$ cat src/rtl/sar_seq_pkg.sv
package sar_seq_pkg;

  typedef enum logic [2:0] {
    ST_IDLE,
    ST_ACQ,
    ST_CONV,
    ST_TAIL,
    ST_DONE
  } seq_state_t;

  localparam int FRAME_EDGES = 16;
  localparam int ACQ_EDGES   = 3;

endpackage

$ cat src/rtl/sar_edge_det.sv
module sar_edge_det (
  input  logic clk,
  input  logic rst_n,
  input  logic sclk_i,
  input  logic cs_n_i,
  output logic sclk_fall_o,
  output logic cs_fall_o
);

  logic sclk_q;
  logic cs_q;

  // Both host lines idle high, so reset to high to avoid a phantom edge.
  always_ff @(posedge clk or negedge rst_n) begin
    if (!rst_n) begin
      sclk_q <= 1'b1;
      cs_q   <= 1'b1;
    end else begin
      sclk_q <= sclk_i;
      cs_q   <= cs_n_i;
    end
  end

  assign sclk_fall_o = sclk_q & ~sclk_i;
  assign cs_fall_o   = cs_q & ~cs_n_i;

endmodule

$ cat src/rtl/sar_frame_ctl.sv
module sar_frame_ctl
  import sar_seq_pkg::*;
#(
  parameter int RES_BITS = 12,
  parameter int FRAME_N  = FRAME_EDGES,
  parameter int ACQ_N    = ACQ_EDGES
) (
  input  logic                        clk,
  input  logic                        rst_n,
  input  logic                        cs_n_i,
  input  logic                        sclk_fall_i,
  input  logic                        cs_fall_i,
  output logic                        track_o,
  output logic                        sdo_en_o,
  output logic                        mode_dyn_o,
  output logic                        init_done_o,
  output logic                        load_mid_o,
  output logic                        decide_o,
  output logic                        zero_o,
  output logic [$clog2(RES_BITS)-1:0] bit_idx_o
);

  localparam int CW = $clog2(FRAME_N + 1);
  localparam int BW = $clog2(RES_BITS);
  localparam logic [CW-1:0] ACQ_LAST   = CW'(ACQ_N);
  localparam logic [CW-1:0] FRAME_LAST = CW'(FRAME_N);
  localparam logic [BW-1:0] TOP_BIT    = BW'(RES_BITS - 1);

  seq_state_t     state_q;
  logic [CW-1:0]  edge_q;
  logic [CW-1:0]  edge_nx;
  logic [BW-1:0]  bidx_q;
  logic           track_q;
  logic           en_q;
  logic           init_q;
  logic           mode_q;
  logic           start;

  assign edge_nx = edge_q + CW'(1);
  assign start   = (state_q == ST_IDLE) && cs_fall_i;

  // Strobes to the datapath: reload midscale, latch a decision, or force a zero slot.
  always_comb begin
    load_mid_o = 1'b0;
    decide_o   = 1'b0;
    zero_o     = 1'b0;
    if (cs_n_i) begin
      load_mid_o = 1'b1;
    end else if (start) begin
      load_mid_o = 1'b1;
      zero_o     = 1'b1;
    end else if (sclk_fall_i) begin
      unique case (state_q)
        ST_ACQ: begin
          zero_o = 1'b1;
          if (edge_nx == ACQ_LAST) load_mid_o = 1'b1;
        end
        ST_CONV: decide_o = 1'b1;
        ST_TAIL: zero_o = 1'b1;
        default: ;
      endcase
    end
  end

  always_ff @(posedge clk or negedge rst_n) begin
    if (!rst_n) begin
      state_q <= ST_IDLE;
      edge_q  <= '0;
      bidx_q  <= TOP_BIT;
      track_q <= 1'b1;
      en_q    <= 1'b0;
      init_q  <= 1'b0;
      mode_q  <= 1'b0;
    end else begin
      mode_q <= ~cs_n_i;
      if (cs_n_i) begin
        // Abort or static: no minimum serial-cycle count applies.
        state_q <= ST_IDLE;
        edge_q  <= '0;
        track_q <= 1'b1;
        en_q    <= 1'b0;
        if (state_q != ST_IDLE) init_q <= 1'b1;
      end else if (start) begin
        state_q <= ST_ACQ;
        edge_q  <= '0;
        track_q <= 1'b1;
        en_q    <= init_q;
      end else if (sclk_fall_i) begin
        unique case (state_q)
          ST_ACQ: begin
            edge_q <= edge_nx;
            if (edge_nx == ACQ_LAST) begin
              state_q <= ST_CONV;
              track_q <= 1'b0;
              bidx_q  <= TOP_BIT;
            end
          end
          ST_CONV: begin
            edge_q <= edge_nx;
            if (bidx_q == '0) begin
              state_q <= ST_TAIL;
              track_q <= 1'b1;
            end else begin
              bidx_q <= bidx_q - BW'(1);
            end
          end
          ST_TAIL: begin
            edge_q <= edge_nx;
            if (edge_nx == FRAME_LAST) begin
              state_q <= ST_DONE;
              en_q    <= 1'b0;
              init_q  <= 1'b1;
            end
          end
          default: ;
        endcase
      end
    end
  end

  assign track_o     = track_q;
  assign sdo_en_o    = en_q;
  assign mode_dyn_o  = mode_q;
  assign init_done_o = init_q;
  assign bit_idx_o   = bidx_q;

endmodule

$ cat src/rtl/sar_approx_reg.sv
module sar_approx_reg #(
  parameter int RES_BITS = 12
) (
  input  logic                        clk,
  input  logic                        rst_n,
  input  logic                        load_mid_i,
  input  logic                        decide_i,
  input  logic [$clog2(RES_BITS)-1:0] bit_idx_i,
  input  logic                        cmp_i,
  output logic [RES_BITS-1:0]         dac_code_o,
  output logic                        dec_bit_o
);

  localparam int BW = $clog2(RES_BITS);
  localparam logic [RES_BITS-1:0] MID = {1'b1, {(RES_BITS-1){1'b0}}};

  // Offset-binary working register; the DAC sees it with the sign bit flipped.
  logic [RES_BITS-1:0] ob_q;
  logic [RES_BITS-1:0] ob_nx;

  for (genvar k = 0; k < RES_BITS; k++) begin : g_bit
    if (k < RES_BITS - 1) begin : g_low
      assign ob_nx[k] = load_mid_i                              ? MID[k] :
                        (decide_i && bit_idx_i == BW'(k))       ? cmp_i  :
                        (decide_i && bit_idx_i == BW'(k + 1))   ? 1'b1   :
                        ob_q[k];
    end else begin : g_top
      assign ob_nx[k] = load_mid_i                              ? MID[k] :
                        (decide_i && bit_idx_i == BW'(k))       ? cmp_i  :
                        ob_q[k];
    end
  end

  always_ff @(posedge clk or negedge rst_n) begin
    if (!rst_n) ob_q <= MID;
    else        ob_q <= ob_nx;
  end

  assign dac_code_o = ob_q ^ MID;
  assign dec_bit_o  = (bit_idx_i == BW'(RES_BITS - 1)) ? ~cmp_i : cmp_i;

endmodule

$ cat src/rtl/sar_sdo_drv.sv
module sar_sdo_drv (
  input  logic clk,
  input  logic rst_n,
  input  logic zero_i,
  input  logic decide_i,
  input  logic dec_bit_i,
  output logic sdo_o
);

  logic sdo_q;

  always_ff @(posedge clk or negedge rst_n) begin
    if (!rst_n)        sdo_q <= 1'b0;
    else if (zero_i)   sdo_q <= 1'b0;
    else if (decide_i) sdo_q <= dec_bit_i;
  end

  assign sdo_o = sdo_q;

endmodule

$ cat src/rtl/sar_conv_seq.sv
module sar_conv_seq
  import sar_seq_pkg::*;
#(
  parameter int RES_BITS = 12
) (
  input  logic                clk,
  input  logic                rst_n,
  input  logic                sclk_i,
  input  logic                cs_n_i,
  input  logic                cmp_i,
  output logic                track_o,
  output logic [RES_BITS-1:0] dac_code_o,
  output logic                sdo_o,
  output logic                sdo_en_o,
  output logic                mode_dyn_o,
  output logic                init_done_o
);

  localparam int BW = $clog2(RES_BITS);

  logic          sclk_fall;
  logic          cs_fall;
  logic          load_mid;
  logic          decide;
  logic          zero;
  logic [BW-1:0] bit_idx;
  logic          dec_bit;

  sar_edge_det u_edge (
    .clk         (clk),
    .rst_n       (rst_n),
    .sclk_i      (sclk_i),
    .cs_n_i      (cs_n_i),
    .sclk_fall_o (sclk_fall),
    .cs_fall_o   (cs_fall)
  );

  sar_frame_ctl #(
    .RES_BITS (RES_BITS),
    .FRAME_N  (FRAME_EDGES),
    .ACQ_N    (ACQ_EDGES)
  ) u_ctl (
    .clk         (clk),
    .rst_n       (rst_n),
    .cs_n_i      (cs_n_i),
    .sclk_fall_i (sclk_fall),
    .cs_fall_i   (cs_fall),
    .track_o     (track_o),
    .sdo_en_o    (sdo_en_o),
    .mode_dyn_o  (mode_dyn_o),
    .init_done_o (init_done_o),
    .load_mid_o  (load_mid),
    .decide_o    (decide),
    .zero_o      (zero),
    .bit_idx_o   (bit_idx)
  );

  sar_approx_reg #(
    .RES_BITS (RES_BITS)
  ) u_sar (
    .clk        (clk),
    .rst_n      (rst_n),
    .load_mid_i (load_mid),
    .decide_i   (decide),
    .bit_idx_i  (bit_idx),
    .cmp_i      (cmp_i),
    .dac_code_o (dac_code_o),
    .dec_bit_o  (dec_bit)
  );

  sar_sdo_drv u_sdo (
    .clk       (clk),
    .rst_n     (rst_n),
    .zero_i    (zero),
    .decide_i  (decide),
    .dec_bit_i (dec_bit),
    .sdo_o     (sdo_o)
  );

endmodule

$ cat config.mk
export PLATFORM = sky130hd
export DESIGN_NAME = sar_conv_seq
export DESIGN_NICKNAME = d
export VERILOG_FILES = /design/src/rtl/sar_seq_pkg.sv /design/src/rtl/sar_edge_det.sv /design/src/rtl/sar_frame_ctl.sv /design/src/rtl/sar_approx_reg.sv /design/src/rtl/sar_sdo_drv.sv /design/src/rtl/sar_conv_seq.sv
export SDC_FILE = /design/constraint.sdc
export NUM_CORES = 1
export LEC_CHECK = 0
export ABC_AREA = 0
export ABC_CLOCK_PERIOD_IN_PS = 2300
export BUFFER_PORTS_ARGS = -buffer_cell sky130_fd_sc_hd__clkbuf_2
export CAP_MARGIN = 25
export CORE_MARGIN = 4
export CORE_UTILIZATION = 57
export CTS_CLUSTER_DIAMETER = 100
export DETAILED_ROUTE_END_ITERATION = 7
export PLACE_DENSITY = 0.79
export REMOVE_ABC_BUFFERS = 1
export SYNTH_ARGS = -nofsm -noshare
export SYNTH_HDL_FRONTEND = slang
export SYNTH_SLANG_ARGS = --single-unit
$ cat constraint.sdc
create_clock -name clk -period 2.3 [get_ports clk]
set_input_delay 0.23 -clock clk [delete_from_list [all_inputs] [get_ports clk]]
set_output_delay 0.23 -clock clk [all_outputs]
set_load 0.05 [all_outputs]
======== Word level (Yosys, flattened, before mapping) ========
Cells that the tools add are included.
word-level totals
  register bits ........................... 31
  bits of input ports ..................... 5
  output and inout port bits .............. 17
  logic and storage cells ................. 183
cells by class
  add/subtract/negate cells ............... 2
  equality and inequality tests ........... 23
  mux-type cells .......................... 82
  bitwise operators ....................... 7
  reductions and logical operators ........ 47
operator list
  cell                                                    count
  2-to-1 mux 1 bit                                        67
  nonzero test 3 bit                                      16
  2-to-1 mux 5 bit                                        4
  2-to-1 mux 3 bit                                        6
  equality test 4 x 3 -> 1 bit (second input constant)    4
  equality test 4 bit (second input constant)             4
  logical AND 1 bit                                       13
  inequality test 4 x 2 -> 1 bit (second input constant)  3
  nonzero test 2 bit                                      6
  AND reduction 5 bit                                     2
  one-hot mux 3 bit (3 select lines)                      1
  equality test 4 x 2 -> 1 bit (second input constant)    2
  2-to-1 mux 4 bit                                        2
  one-hot mux 4 bit (2 select lines)                      1
  equality test 3 x 2 -> 1 bit (second input constant)    2
  AND reduction 6 bit                                     1
  adder 5 x 1 -> 5 bit (second input constant)            1
  equality test 5 x 2 -> 1 bit (second input constant)    1
  equality test 5 bit (second input constant)             1
  NOT 1 bit                                               5
  nonzero test 5 bit                                      1
  equality test 4 x 1 -> 1 bit (second input constant)    1
  zero test 4 bit                                         1
  inequality test 2 x 1 -> 1 bit (second input constant)  2
  12 further kinds                                        14

======== Longest topological paths before layout ========
Gate-level depths: netlist (run 1).
  word-level depth ........................ 9
  mapped depth ............................ 7

======== By module ========
From an unflattened synthesis (run 1), not the netlist that was laid out.
second synthesis, totals
  cells, all modules ...................... 206
  area total of the unflattened synthesis .. 2057.0 µm²
modules (own cells, without submodules)
  module          instances  cells an instance  area an instance (µm²)  sequential area each (µm²)
  sar_frame_ctl   1          118                1146.1                  405.4
  sar_approx_reg  1          81                 792.0                   301.5
  sar_edge_det    1          4                  80.1                    52.6
  sar_sdo_drv     1          3                  38.8                    25.0

======== Least setup slack after synthesis (run 1) ========
Ideal clock, no wire load.
  kind .................................... register to register
  start ................................... reg u_ctl.edge_q[0]
  end ..................................... reg u_ctl.state_q[0]
  library setup time ...................... 125 ps
  arrival ................................. 1900 ps
  slack ................................... 275 ps
  stages on the path, launching flop included .. 7
  period minus slack after synthesis ...... 2025 ps
  cells stage by stage .................... dfrtp_1 ha_1 nand3_1 xor2_1 a31oi_1 o41a_1 mux2_2
between the ends
  cells in the longest elaborated chain, start to end .. 4
  elaborated cells on any way between the ends .. 6
RTL lines
  item                                                                 RTL line                                   source
  start, declared                                                      sar_frame_ctl.sv:30                        logic [CW-1:0] edge_q;
  start signal, assigned                                               sar_frame_ctl.sv:91                        edge_q <= edge_nx;
  start signal, assigned                                               sar_frame_ctl.sv:99                        edge_q <= edge_nx;
  start signal, assigned                                               sar_frame_ctl.sv:108                       edge_q <= edge_nx;
  adder 5 x 1 -> 5 bit *                                               sar_frame_ctl.sv:39                        assign edge_nx = edge_q + CW'(1);
  equality test 5 bit or equality test 5 x 2 -> 1 bit (tied branches)  sar_frame_ctl.sv:109, sar_frame_ctl.sv:92
  inequality test 4 x 2 -> 1 bit (no source line)                      -
  AND reduction 5 bit (no source line) *                               -
  end signal, assigned                                                 sar_frame_ctl.sv:67                        state_q <= ST_IDLE;
  end signal, assigned                                                 sar_frame_ctl.sv:101                       state_q <= ST_TAIL;
  end signal, assigned                                                 sar_frame_ctl.sv:110                       state_q <= ST_DONE;
  end, declared                                                        sar_frame_ctl.sv:29                        seq_state_t state_q;
Mark *: on every way between the ends. The rest lies on a longest branch, timed or not.
A chain may end at the register's enable or synchronous reset.

======== Worst setup path after layout (run 1) ========
Ends and elaborated chain as after synthesis.

==> metrics.yaml, run 1 <==
swShare_pct: 40.8
ys_seq_elements: 31
cp_max_fo: 8
yosys_warnings: 0
r2r_setup_slack_ps: 150
final.fill_count: 287
p_clk_share_pct: 20.6
min-delay-start: "cs_n_i"
critPathCaptureType: "register"
synth.yosys.seq_area_share_pct: 43.4
seqPwrFrac_pct: 42.1
synth_mux_area_share_pct: 2.35
syn_inst: 195
die_h_um: 64.3
first_pass_iters: 5
max-cap-violations: 0
start_util_pct: 59.2
worst-path-buf-inv: 0
portBuffers: 21
grt_use_total_pct: 22.5
setup_viol: 0
synth_edf_count: 0
dieArea_sq_mm: 0.00413
place_hpwl_mm: 2.92
totalWireLength_mm: 3.96
synth_commonest_cells: "dfrtp_1, nor2_1, nand2_1, inv_1, o21ai_0"
synthAdderAreaFrac_pct: 5.54
core_sq_mm: 0.00305
fin_crit_ps: 2150
critPathMaxStageDelay_ps: 460
crit_path_start_kind: "register"
skew_ps: 9.32
switching_power_mw: 0.719
synthSimpleGateAreaFrac_pct: 19.9
hold_end: "u_edge.cs_q"
drive_gt1_share_pct: 25.5
grt_pass1_wl_mm: 7.23
yosys.area.top_type_share_pct: 33.2
slew_viol_final: 0
synth.distinct_cells: 47
overflow: 0
grt_max_degree: 32
cts.path.max_buffers: 2
regToRegStartpoint: "u_ctl.edge_q[0]"
htreeDepth: 2
clk_pin_slew_ps: 100
synth_xor_xnor_area_share_pct: 1.94
final_nets: 228
path_cells: "ha_2 -> nand3_1 -> xor2_2 -> a31oi_1 -> o41a_1 -> mux2_2"
worst_skew_pair.late_latency_ps: 340
synth_top_family_by_area: "simple AND/OR/NAND/NOR gates"
post-route-drc-count: 0
p_leak_nw: 0.901
relSlewSlack_pct: 49.9
period_share_pct: 93.5
yosys.area.top_type: "dfrtp_1"
area_growth_pct: 10.3
vdd_drop_max_mv: 0.532
internal-power_mw: 1.04
synth_top_flop_cell: "dfrtp_1"
worst_pin_slew_ps: 752
netlist_area_sq_mm: 0.00181
grt_pass1_vias: 1625
synth_area_leaders: "dfrtp_1, dfstp_2, ha_1, buf_4, nor2_1"
placement_rows: 20
setup_tns_ps: 0
viasPerCell: 5.82
cp_top_family: "compound AO/OA/AOI/OAI gates"
hold_viol_final: 0
holdPathStages: 1
power_mw: 1.76
rr_endpoint: "u_ctl.state_q[0]"
root_buffer: "clkbuf_4"
synth_compound_area_share_pct: 17.9
tritoncts: "built"
cp_data_required_time_ps: 2520
antenna_found_initial: 0
yosysMostFrequentCell: "dfrtp_1"
clkSinkCount: 31
arrival_ps: 2370
pin_count: 22
post_drt_wl_per_cell_um: 15.2
dr_total_vias: 1514
power_frac_comb_pct: 37.3
diodes: 0
worstSetupPathType: "reg -> reg"
syn_area_per_cell_sq_um: 9.27
drt_iter0_drc: 104
hp-class: "in -> reg"
cts_inserted_buffers: 5
cellPowerDensity_mw_per_mm2: 885
timing.fmax_mhz: 465
reg2reg_depth: 6
die_w_um: 64.3
cpMaxStageDelayCell: "o41a_1"
status: "complete, no violations"
ant_nets: 0
rsz0062_at_grt: "no"
async_flop_share_pct: 100
routabilityCongestion: 0.889
logic make-up (layout without fill, tap and decap cells):
group,Yosys count,after routing
buffers and inverters,28,49
XOR/XNOR,4,4
AO/OA/AOI/OAI,48,48
flip-flops,31,31
AND/OR/NAND/NOR,72,72
adder cells (fa/ha/maj),8,8
multiplexers,4,4
what timing repair did:
item	CTS	global route
buffers inserted	0	0
gates resized for setup	0	4
endpoints found under the setup margin	0	6
hold buffers	2	0
endpoints found under the hold margin	25	0
area by class of cell:
| class | count | area [sq um] | share of cell area, % |
|---|---|---|---|
| inverters | 13 | 48.8 | 2.45 |
| multi-input cells | 136 | 871 | 43.7 |
| flip-flops and latches | 31 | 787 | 39.5 |
| clock buffers | 8 | 68.8 | 3.45 |
| well taps | 44 | 55.1 | 2.76 |
| repair buffers | 28 | 163 | 8.16 |
how the worst max path moves through the flow:
stage,endpoint,depth (start not counted),from
4_1_cts,u_ctl.state_q[0],6,u_ctl.edge_q[0]
5_1_grt,u_ctl.state_q[0],6,u_ctl.edge_q[0]
3_5_place_dp,u_ctl.state_q[0],6,u_ctl.edge_q[0]
2_1_floorplan,u_ctl.state_q[0],6,u_ctl.edge_q[0]
3_3_place_gp,u_ctl.state_q[0],6,u_ctl.edge_q[0]
6_report,u_ctl.state_q[0],6,u_ctl.edge_q[0]
cells in the final DEF, fill, tap and decap left out, types with 3 or more instances in the layout:
cell      instances
a21oi_1           6
buf_4             5
clkbuf_2         21
clkbuf_4          5
dfrtp_1          22
dfstp_2           7
ha_1              7
inv_1            13
nand2_1          16
nand2b_1          3
nand3_1           7
nand3b_1          3
nor2_1           20
nor3_1           10
o21ai_0          13
o22ai_1           7
o31ai_1           3
power groups by stage:
stage	combinational (mW)	clock (mW)	sequential (mW)
2_1_floorplan	0.408	0	0.786
3_3_place_gp	0.619	0	0.735
3_5_place_dp	0.644	0	0.743
4_1_cts	0.651	0.376	0.735
5_1_grt	0.727	0.404	0.751
6_report	0.657	0.364	0.742
registers in the layout, summed over array words and instances, names as in the netlist:
name and cells:
u_sar.ob_q 12, u_ctl.edge_q 5, u_ctl.bit_idx_o 4, u_ctl.state_q 3
u_ctl.init_done_o 1, u_ctl.mode_dyn_o 1, u_ctl.sdo_en_o 1, u_ctl.track_o 1
u_edge.cs_q 1, u_edge.sclk_q 1, u_sdo.sdo_o 1
per-layer routing:
layer	up-vias	part of all wire, %	wire, um	global-route usage [%]
met3	10	5.0	200	6.68
met2	48	51	2040	37.0
met1	735	42	1650	26.5
li1	721	-	-	-
met4	0	1.9	74	11.1
met5	-	0	0	0
worst register-to-register path, cell delays in order, from the launching register on:
cell and delay [ps]:
dfrtp_2 440, ha_2 240, nand3_1 170, xor2_2 260, a31oi_1 160, o41a_1 460
mux2_2 310
stage by stage:
step / hold WS [ps] / utilization, % / worst slack, ps / instance area [sq um] / instances
2_1_floorplan: -65.6 / - / 275 / 1690 / 180
3_3_place_gp: 322 / 62.0 / 203 / 1890 / 250
3_5_place_dp: 335 / 62.0 / 34.6 / 1890 / 250
4_1_cts: 58.2 / 64.9 / 23.6 / 1980 / 260
5_1_grt: 61.9 / 65.3 / 9.13 / 1990 / 260
6_report: 76.9 / 65.3 / 150 / 1990 / 260
Power figures use the tool's default switching activity.
==> inputs of run 2 (changes only) <==
--- a/config.mk
+++ b/config.mk
@@ -10,10 +10,11 @@
 export BUFFER_PORTS_ARGS = -buffer_cell sky130_fd_sc_hd__clkbuf_2
 export CAP_MARGIN = 25
 export CORE_MARGIN = 4
-export CORE_UTILIZATION = 57
+export CORE_UTILIZATION = 60
+export CTS_BUF_LIST = sky130_fd_sc_hd__clkbuf_8
 export CTS_CLUSTER_DIAMETER = 100
 export DETAILED_ROUTE_END_ITERATION = 7
-export PLACE_DENSITY = 0.79
+export PLACE_DENSITY = 0.83
 export REMOVE_ABC_BUFFERS = 1
 export SYNTH_ARGS = -nofsm -noshare
 export SYNTH_HDL_FRONTEND = slang
==> run 2 against run 1 <==
Against the previous run:
- largest power group unchanged
- power grew 6.7%
- global-route usage grew 1.2 points
- design area is essentially flat
- the run now ends with hold timing left
- worst setup slack gained 21 ps
- core utilization grew 5.7 points
- register-to-register slack gained 20 ps
==> metrics.yaml, run 2 (synthesized netlist as in run 1, its figures left out) <==
htreeDepth: 2
crit_path_start_kind: "register"
largest_reg_flops: 12
power_frac_comb_pct: 36.0
seqPwrFrac_pct: 39.2
root_buffer: "clkbuf_8"
hold_ws_ps: -3.69
grtUsageMet1_pct: 26.3
setup_viol: 0
grt_use_total_pct: 23.6
grt_max_degree: 32
timing.fmax_mhz: 470
hold_viol_final: 3
rr_endpoint: "u_ctl.state_q[0]"
arrival_ps: 2290
clkSinkCount: 31
dieArea_sq_mm: 0.00395
setup_tns_ps: 0
hp-class: "in -> async"
place_hpwl_mm: 3.01
grt_pass1_vias: 1577
drt_iter0_drc: 88
first_pass_iters: 4
cellPowerDensity_mw_per_mm2: 944
layout_common_cells: "dfrtp_1, clkbuf_2, nor2_1"
swShare_pct: 39.6
post_drt_wl_per_cell_um: 16.4
fin_crit_ps: 2130
die_w_um: 62.9
antenna_found_initial: 0
final.fill_count: 218
placement_rows: 19
largest_register: "u_sar.ob_q"
core_sq_mm: 0.00281
relSlewSlack_pct: 49.9
ant_nets: 0
met3_usage_pct: 6.83
clk_pin_slew_ps: 70
cpMaxStageDelayCell: "o41a_1"
overflow: 0
area_growth_pct: 10.2
p_clk_share_pct: 24.8
worst_skew_pair.late_latency_ps: 290
p_leak_nw: 0.920
reg2reg_depth: 6
layout_commonest_cell: "dfrtp_1"
violations: "hold timing"
period_share_pct: 92.5
post-route-drc-count: 0
slew_viol_final: 0
cts_hold_buf: 0
drive_gt1_share_pct: 25.1
totalWireLength_mm: 4.04
die_h_um: 62.9
pin_count: 22
layout.cell_area.non_filler_sq_mm: 0.00199
final_nets: 227
critPathMaxStageDelay_ps: 470
vdd_drop_max_mv: 0.651
skew_ps: 6.86
routabilityCongestion: 0.848
tritoncts: "built"
rsz0062_at_grt: "no"
grtUsageMet2_pct: 40.2
diodes: 0
status: "finished, violations left"
busiest_layer: "met2"
cp_top_family: "compound AO/OA/AOI/OAI gates"
worst-path-buf-inv: 0
path_cells: "ha_1 -> nand3_1 -> xor2_2 -> a31oi_1 -> o41a_1 -> mux2_2"
dpl_cell_area_sq_mm: 0.00188
cts.path.max_buffers: 2
regToRegStartpoint: "u_ctl.edge_q[1]"
worstSetupPathType: "reg -> reg"
utilization_pct: 71.0
dr_total_vias: 1495
viasPerCell: 6.08
start_util_pct: 64.4
cts_inserted_buffers: 5
cp_data_required_time_ps: 2470
r2r_setup_slack_ps: 170
switching_power_mw: 0.745
max-cap-violations: 0
grt_pass1_wl_mm: 7.23
worst_pin_slew_ps: 752
cp_max_fo: 7
internal-power_mw: 1.14
critPathCaptureType: "register"
portBuffers: 21
## run 2: final cells by class
cell class	count	area [sq um]	share of cell area [%]
Clock buffer	7	96.3	4.84
Clock inverter	1	3.75	0.188
Inverter	13	48.8	2.45
Multi-Input combinational cell	136	868	43.6
Sequential cell	31	786	39.4
Tap cell	31	38.8	1.95
Timing Repair Buffer	27	150	7.54
## run 2: timing repair
action,CTS,global route
setup endpoints to repair,0,4
gates resized for setup,0,2
endpoints found under the hold margin,0,0
buffers inserted,0,0
## run 2: how the worst max path moves through the flow
| stage | start | to | slack, ps | cells past startpoint |
|---|---|---|---|---|
| 6_report | u_ctl.edge_q[1] | u_ctl.state_q[0] | 170 | 6 |
| 5_1_grt | u_ctl.edge_q[1] | u_ctl.state_q[2] | 20 | 6 |
| 4_1_cts | u_ctl.edge_q[1] | u_ctl.state_q[0] | 90 | 6 |
| 3_5_place_dp | u_ctl.edge_q[1] | u_ctl.state_q[0] | 100 | 6 |
| 3_3_place_gp | u_ctl.edge_q[1] | u_ctl.state_q[2] | 220 | 6 |
| 2_1_floorplan | u_ctl.edge_q[0] | u_ctl.state_q[0] | 280 | 6 |
## run 2: power by group through the flow
stage               Combinational [mW]  Clock, mW  Sequential (mW)
floorplan                        0.408          0            0.786
global placement                 0.631          0            0.728
detailed placement               0.662          0            0.744
CTS                              0.670      0.476            0.736
global route                     0.745      0.509            0.751
finish                           0.677      0.466            0.738
## run 2: stage by stage
step | hold slack, ps | worst slack, ps | std cells | power, mW
floorplan | -65.6 | 275 | 180 | 1.19
global placement | 316 | 219 | 238 | 1.36
detailed placement | 332 | 99.5 | 238 | 1.41
CTS | 18.5 | 88.1 | 246 | 1.88
global route | 25.6 | 21.5 | 246 | 2.01
finish | -3.69 | 172 | 246 | 1.88
## run 2: worst reg2reg max path, stage by stage (launching register included)
cell	delay [ps]
dfrtp_2	450
ha_1	240
nand3_1	180
xor2_2	220
a31oi_1	150
o41a_1	470
mux2_2	300
## run 2: metal layers
metal  part of all wire (%)  wire length (um)
met2                     51              2050
met4                    3.0               122
met5                      0                 0
met1                     41              1660
met3                    5.2               211
==> inputs of run 3 (changes only) <==
--- a/config.mk
+++ b/config.mk
@@ -9,10 +9,11 @@
 export ABC_CLOCK_PERIOD_IN_PS = 2300
 export BUFFER_PORTS_ARGS = -buffer_cell sky130_fd_sc_hd__clkbuf_2
 export CAP_MARGIN = 25
-export CORE_MARGIN = 4
+export CORE_MARGIN = 2
 export CORE_UTILIZATION = 60
 export CTS_BUF_LIST = sky130_fd_sc_hd__clkbuf_8
 export CTS_CLUSTER_DIAMETER = 100
+export CTS_CLUSTER_SIZE = 30
 export DETAILED_ROUTE_END_ITERATION = 7
 export PLACE_DENSITY = 0.83
 export REMOVE_ABC_BUFFERS = 1
==> run 3 against run 2 <==
Against the previous run:
- the flow finishes with violations (DRC)
- non-clock buffer count decreased by 1
- design area decreased by 1.1%
- hold slack improved by 6.3 ps
- worst setup slack worse by 22 ps
- power down 4.5%
- die area shrank 12%
- register-to-register slack got worse by 20 ps
==> metrics.yaml, run 3 (synthesized netlist as in run 1, its figures left out) <==
path_cells: "ha_2 -> nand3_1 -> xor2_2 -> a31oi_1 -> o41a_1 -> mux2_2"
vdd_drop_max_mv: 0.562
cellPowerDensity_mw_per_mm2: 912
cts_inserted_buffers: 5
dr_total_vias: 1509
crit_path_start_kind: "register"
largest_register: "u_sar.ob_q"
tritoncts: "built"
post_drt_wl_per_cell_um: 15.4
layout_common_cells: "dfrtp_1, clkbuf_2, nor2_1"
fin_crit_ps: 2150
drive_gt1_share_pct: 25.7
htreeDepth: 2
layout.cell_area.non_filler_sq_mm: 0.00197
grt_max_degree: 32
setup_tns_ps: 0
cp_top_family: "compound AO/OA/AOI/OAI gates"
worst-path-buf-inv: 0
final_nets: 226
grt_pass1_vias: 1485
layout_commonest_cell: "dfrtp_1"
totalWireLength_mm: 3.77
period_share_pct: 93.5
timing.final.ws_setup_ps: 150
r2r_setup_slack_ps: 150
skew_ps: 7.70
root_buffer: "clkbuf_8"
post-route-drc-count: 3
clk_pin_slew_ps: 70
relSlewSlack_pct: 49.2
hp-class: "in -> async"
start_util_pct: 64.4
critPathCaptureType: "register"
status: "finished, violations left"
cp_data_required_time_ps: 2480
setup_viol: 0
placement_rows: 19
timing.fmax_mhz: 465
dpl_worst_slack_ps: 64.7
core_sq_mm: 0.00281
antenna_found_initial: 0
hold_ws_ps: 2.60
diodes: 0
hold_viol_final: 0
die_h_um: 58.9
overflow: 0
worst_pin_slew_ps: 762
viasPerCell: 6.16
dieArea_sq_mm: 0.00347
cpMaxStageDelayCell: "o41a_1"
critPathMaxStageDelay_ps: 470
dp.cells: 237
place_hpwl_mm: 2.79
violations: "DRC"
slew_viol_final: 0
worstSetupPathType: "reg -> reg"
p_leak_nw: 0.904
portBuffers: 21
rsz0062_at_grt: "no"
cts.path.max_buffers: 2
dpl_cell_area_sq_mm: 0.00188
grt_pass1_wl_mm: 6.62
ant_nets: 0
area_growth_pct: 9.07
arrival_ps: 2330
fin_cells: 245
first_pass_iters: 6
worst_skew_pair.late_latency_ps: 290
routabilityCongestion: 0.876
pin_count: 22
drt_iter0_drc: 102
cp_max_fo: 7
largest_reg_flops: 12
clkSinkCount: 31
grt_use_total_pct: 25.7
max-cap-violations: 0
die_w_um: 58.9
-- run 3: changes by cell type in the layout (fill, tap and decap cells not counted), sizes merged --
cell / change
buf: -1
clkbuf: -2
clkinv: +3
inv: -1
-- run 3: area by class of cell --
class	count	area, sq um
multi-input combinational	136	871
fill	226	835
sequential	31	786
timing repair buffer	26	143
clock buffer	5	68.8
inverter	13	48.8
tap	31	38.8
clock inverter	3	15.0
-- run 3: layer usage --
metal  wire length [um]  track usage [%]  vias up
li1                   -                -      721
met1               1600             32.2      717
met2               1860             41.9       66
met3                250             7.03        5
met4                 57             10.4        0
met5                  0                0        -
-- run 3: worst paths after layout --
kind	from	end	depth (start not counted)
max	u_ctl.edge_q[1]	u_ctl.state_q[2]	6
min	rst_n	u_sar.ob_q[3]	1
max reg2reg	u_ctl.edge_q[1]	u_ctl.state_q[2]	6
min reg2reg	u_ctl.track_o	u_ctl.track_o	1
max in group asynchronous	rst_n	u_ctl.edge_q[0]	1
min in group clk	sclk_i	u_edge.sclk_q	1
-- run 3: what timing repair did --
item,CTS,global route
hold buffers,0,0
buffers inserted,0,0
endpoints found under the setup margin,0,3
resized for setup,0,3
-- run 3: worst reg2reg max path, cell delays in order, from the launching register on --
cell	delay, ps
dfrtp_1	450
ha_2	280
nand3_1	170
xor2_2	240
a31oi_1	140
o41a_1	470
mux2_2	300
-- run 3: power breakdown --
| group | switching, mW | leakage, nW | internal [mW] |
|---|---|---|---|
| Clock | 0.208 | 0.0477 | 0.207 |
| Combinational | 0.419 | 0.461 | 0.228 |
| Sequential | 0.0992 | 0.395 | 0.636 |
-- run 3: per-stage QoR --
stage	utilization (%)	power, mW
global route	70.2	1.92
detailed placement	66.9	1.38
finish	70.2	1.80
CTS	69.8	1.80
global placement	66.9	1.35
floorplan	-	1.19
